**config.mk**
```make
export PLATFORM = sky130hd
export DESIGN_NAME = oc_guard
export DESIGN_NICKNAME = d
export VERILOG_FILES = /design/src/rtl/oc_guard_pkg.sv /design/src/rtl/oc_guard_ctrl.sv /design/src/rtl/oc_guard_dp.sv /design/src/rtl/oc_guard.sv
export SDC_FILE = /design/constraint.sdc
export NUM_CORES = 1
export LEC_CHECK = 0
export ABC_AREA = 1
export BUFFER_PORTS_ARGS = -buffer_cell sky130_fd_sc_hd__buf_2
export CORE_AREA = 2 2 39 41
export DETAILED_ROUTE_END_ITERATION = 10
export DIE_AREA = 0 0 41 43
export GPL_ROUTABILITY_DRIVEN = 0
export HOLD_SLACK_MARGIN = 0.03
export MAX_ROUTING_LAYER = met4
export PLACE_DENSITY = 0.66
export SLEW_MARGIN = 40
export SYNTH_ARGS = -nofsm -noshare
export SYNTH_HDL_FRONTEND = slang
export SYNTH_SLANG_ARGS = --single-unit
```
**constraint.sdc**
```tcl
create_clock -name clk -period 1.5 [get_ports clk]
set_clock_uncertainty 0.1 [all_clocks]
set_input_delay 0.3 -clock clk [delete_from_list [all_inputs] [get_ports clk]]
set_output_delay 0.3 -clock clk [all_outputs]
set_load 0.005 [all_outputs]
```
**src/rtl/oc_guard_pkg.sv**
```systemverilog
package oc_guard_pkg;

  typedef enum logic [1:0] {
    ST_IDLE  = 2'd0,
    ST_SKIP  = 2'd1,
    ST_WATCH = 2'd2,
    ST_LATCH = 2'd3
  } ocState_t;

  // Strobes from the control FSM to the datapath
  typedef struct packed {
    logic cntLoad;   // start a period: count becomes 1
    logic cntInc;    // one more tick consumed
    logic cntClr;    // period over or aborted
    logic latchNext; // state after this edge is the latch
    logic runNext;   // controller enabled after this edge
  } ctlStrobe_t;

endpackage

```
**src/rtl/oc_guard_ctrl.sv**
```systemverilog
module oc_guard_ctrl
  import oc_guard_pkg::*;
(
  input  logic       clk,
  input  logic       rst,
  input  logic       enable,
  input  logic       tick,
  input  logic       ocFlag,
  input  logic       atWinEnd,
  input  logic       atPeriodEnd,
  output ctlStrobe_t ctl
);

  ocState_t state, stateNext;

  always_comb begin
    stateNext     = state;
    ctl           = '0;
    ctl.runNext   = enable;
    if (!enable) begin
      stateNext  = ST_IDLE;
      ctl.cntClr = 1'b1;
    end else begin
      unique case (state)
        ST_IDLE: begin
          if (tick && ocFlag) begin
            stateNext   = ST_SKIP;
            ctl.cntLoad = 1'b1;
          end
        end
        ST_SKIP: begin
          if (tick) begin
            ctl.cntInc = 1'b1;
            if (atWinEnd) stateNext = ST_WATCH;
          end
        end
        ST_WATCH: begin
          if (tick) begin
            if (ocFlag) begin
              stateNext  = ST_LATCH;
              ctl.cntClr = 1'b1;
            end else if (atPeriodEnd) begin
              stateNext  = ST_IDLE;
              ctl.cntClr = 1'b1;
            end else begin
              ctl.cntInc = 1'b1;
            end
          end
        end
        ST_LATCH: stateNext = ST_LATCH;
        default:  stateNext = ST_IDLE;
      endcase
    end
    ctl.latchNext = (stateNext == ST_LATCH);
  end

  always_ff @(posedge clk) begin
    if (rst) state <= ST_IDLE;
    else     state <= stateNext;
  end

endmodule

```
**src/rtl/oc_guard_dp.sv**
```systemverilog
module oc_guard_dp
  import oc_guard_pkg::*;
#(
  parameter int WIN_LEN = 8
) (
  input  logic       clk,
  input  logic       rst,
  input  ctlStrobe_t ctl,
  input  logic       ocFlag,
  input  logic       pwmReq,
  output logic       atWinEnd,
  output logic       atPeriodEnd,
  output logic       gateReq,
  output logic       shutdown,
  output logic       pwrGood
);

  localparam int PERIOD = 2 * WIN_LEN;
  localparam int CW     = $clog2(PERIOD);

  logic [CW-1:0] tickCnt;

  always_ff @(posedge clk) begin
    if (rst || ctl.cntClr) tickCnt <= '0;
    else if (ctl.cntLoad)  tickCnt <= CW'(1);
    else if (ctl.cntInc)   tickCnt <= tickCnt + CW'(1);
  end

  // Count holds the period cycle number of the last consumed tick
  assign atWinEnd    = (tickCnt == CW'(WIN_LEN - 1));
  assign atPeriodEnd = (tickCnt == CW'(PERIOD - 1));

  always_ff @(posedge clk) begin
    if (rst) begin
      gateReq  <= 1'b0;
      shutdown <= 1'b0;
      pwrGood  <= 1'b0;
    end else begin
      gateReq  <= ctl.runNext && !ctl.latchNext && !ocFlag && pwmReq;
      shutdown <= ctl.latchNext;
      pwrGood  <= ctl.runNext && !ctl.latchNext;
    end
  end

endmodule

```
**src/rtl/oc_guard.sv**
```systemverilog
module oc_guard
  import oc_guard_pkg::*;
#(
  parameter int WIN_LEN = 8
) (
  input  logic clk,
  input  logic rst,
  input  logic enable,
  input  logic tick,
  input  logic ocFlag,
  input  logic pwmReq,
  output logic gateReq,
  output logic shutdown,
  output logic pwrGood
);

  ctlStrobe_t ctl;
  logic       atWinEnd;
  logic       atPeriodEnd;

  oc_guard_ctrl u_ctrl (
    .clk         (clk),
    .rst         (rst),
    .enable      (enable),
    .tick        (tick),
    .ocFlag      (ocFlag),
    .atWinEnd    (atWinEnd),
    .atPeriodEnd (atPeriodEnd),
    .ctl         (ctl)
  );

  oc_guard_dp #(.WIN_LEN(WIN_LEN)) u_dp (
    .clk         (clk),
    .rst         (rst),
    .ctl         (ctl),
    .ocFlag      (ocFlag),
    .pwmReq      (pwmReq),
    .atWinEnd    (atWinEnd),
    .atPeriodEnd (atPeriodEnd),
    .gateReq     (gateReq),
    .shutdown    (shutdown),
    .pwrGood     (pwrGood)
  );

endmodule

```
==> results by group <==
Status
  – Status: completed

Setup path
  – Capturing element type of the critical path: flop
  – Slowest stage delay, CP: 0.34 ns
  – CP Cell Sequence: buf_6 > ha_4 > or2_4 > a21oi_2 > nand2_1 > nand2_2 > nor2_4 > nor3_2
  – CP Data Required Time: 1.60 ns
  – Setup Crit Path Kind: flop to flop
  – CP max FO: 3
  – Slowest CP cell: dfxtp_2
  – Setup crit start kind: flop
  – Crit path arrival time: 1.54 ns
  – R2R Setup Slk: 0.05 ns

STA
  – Worst slew margin: 0.870
  – Slew Viols, Final: 0
  – Final Hold Viols: 0
  – Tightest Pin Transition: 0.195 ns
  – Fmax: 691 MHz
  – Sum Neg Setup Slack: 0 ns
  – Final Worst Setup Slack: 0.0528 ns
  – Final worst-path cycle share: 0.965
  – Setup violators final: 0
  – Min Tclk post-route: 1.45 ns

Final layout
  – Share of cells above drive strength 1: 0.539
  – # fillers: 107
  – Commonest non-fill, non-tap cell in the layout: nand2_1
  – Area growth from synthesis to final layout: 49.9%
  – Nets: 114
  – Most frequent cells in the layout: nand2_1 (18), buf_4 (10), buf_2 (8)
  – # diodes: 0

CTS
  – H-tree Lvls: 1
  – Clock Latency Late Sink: 0.26 ns
  – Longest Clk Path Bufs: 2
  – Hold_buf cts: 0
  – Clk sinks: 9
  – CTS tree: yes
  – Root Buffer: clkbuf_4
  – Worst-path clk slew: 0.06 ns
  – TritonCTS Buffers: 3

Drt
  – Routed length per instance: 11.2 um
  – Post-route ant nets: 0
  – DR pass1 iterations: 4
  – Drt drc: 0
  – Via density: 4.87
  – Initial drt markers: 14
  – Via count: 575
  – Final wirelength: 1.32 mm

Floorplan
  – Row count: 14
  – Core footprint: 1380 um^2
  – Starting Density: 0.419
  – I/O pin cnt: 9
  – Die footprint: 1760 um^2
  – Die width: 41 um
  – Die Y: 43 um

Synth
  – Seq/Total Area, Yosys: 0.311
  – Mapped Area: 579 um^2
  – Cells after Synth: 78
  – Number of library cell types mapped by synthesis: 25
  – Mean post-synth cell area: 7.43 um^2
  – Number of flops mapped to enable cells by yosys: 0
  – Post-Syn Nets: 89
  – Synth Register Bits: 9
  – Top_reg_cell synth: dfxtp_1
  – Syn. warnings: 0
  – Post-synth ARST share: 0

Power
  – Peak VDD IR: 541 uV
  – Power Dens Cells: 641 nW/um^2
  – Leak pwr: 0.386 nW

Global routing
  – Congestion Overflow GR: 0
  – Largest net degree at the start of global routing: 6
  – GR Util All Layers: 0.176
  – Initial antenna violation count: 0
  – Number of global-route vias before repair: 487
  – First-pass GRT wire length: 2.01 mm

Min path
  – Hold crit path type: input pin to flop

Placed design
  – DP Worst Slack: -0.0322 ns
  – I/O Buffers: 8
  – HPWL Detailed: 920 um

Flow run
  – MaxCap Viol Count: 0
worst max-delay path, delay by kind of cell, from the launching register on:
kind,cells,cell delay [ns]
buf+inv,1,0.12
compound gates,1,0.11
simple gates,5,0.57
flops,1,0.34
fa+ha+maj,1,0.14
synth_stat cells, types with 2 or more instances:
cell type / n / area, um^2
a21oi_1: 4 / 20.0
dfxtp_1: 9 / 180
ha_1: 5 / 62.6
inv_1: 9 / 33.8
nand2_1: 21 / 78.8
nand3_1: 4 / 20.0
nor2_1: 6 / 22.5
nor2_2: 2 / 12.5
o21ai_1: 2 / 10.0
flip-flops by register name, indices dropped and copies added, names as in the netlist:
name and count:
u_dp.pwrGood 1, u_dp.shutdown 1, u_dp.tickCnt 4, u_dp.gateReq 1
u_ctrl.state 2
metal layers:
layer | GRT usage | share of wire | wire [um]
met1 | 0.225 | 0.46 | 609
met2 | 0.241 | 0.46 | 606
met5 | - | 0 | 0
met4 | 0.100 | 0.027 | 36
met3 | 0.0471 | 0.052 | 69
final timing paths:
path / from / to / cells past startpoint
setup / recovery: u_ctrl.state[1]$_SDFF_PP0_ / u_dp.gateReq$_SDFF_PP0_ / 8
hold / removal: rst / u_ctrl.state[1]$_SDFF_PP0_ / 2
hold reg to reg: u_dp.tickCnt[2]$_SDFFE_PP0P_ / u_dp.tickCnt[2]$_SDFFE_PP0P_ / 2
setup reg to reg: u_ctrl.state[1]$_SDFF_PP0_ / u_dp.gateReq$_SDFF_PP0_ / 8
area by class of cell:
class	count	area [um^2]	area share
multi-input combinational	59	462	0.532
sequential	9	185	0.213
timing repair buffer	20	138	0.159
inverter	10	37.5	0.0432
clock buffer	4	26.3	0.0303
tap	16	20.0	0.0231
kinds of logic (layout without fill, tap and decap cells):
logic type,Yosys count,in the layout,synth area share
compound gates,12,12,0.162
buf+inv,10,34,0.0648
xor+xnor,2,2,0.0302
fa+ha+maj,5,5,0.108
simple gates,40,40,0.324
flops,9,9,0.311
through the flow:
| step | area (um^2) | hold WS (ns) | util | power (mW) | cells |
|---|---|---|---|---|---|
| 6_report | 868 | 0.128 | 0.627 | 0.556 | 118 |
| 2_1_floorplan | 579 | 0.272 | - | 0.306 | 78 |
| 3_5_place_dp | 692 | 0.405 | 0.500 | 0.339 | 109 |
| 5_1_grt | 868 | 0.140 | 0.627 | 0.581 | 118 |
| 4_1_cts | 754 | 0.129 | 0.545 | 0.532 | 115 |
| 3_3_place_gp | 692 | 0.403 | 0.500 | 0.337 | 109 |
timing repair:
| action | CTS | global route |
|---|---|---|
| gates cloned | 0 | 0 |
| buffers inserted | 2 | 3 |
| pin swaps | 3 | 8 |
| gates resized for setup | 6 | 24 |
| endpoints found under the hold margin | 0 | 0 |
| endpoints found under the setup margin | 3 | 9 |
power breakdown:
group	leakage, nW	internal, mW	switching, mW
registers	0.0750	0.245	0.00338
clock network	0.0150	0.103	0.0864
logic	0.296	0.0570	0.0621
total	0.386	0.405	0.152
Note: power is estimated with default switching activity, not from simulation.
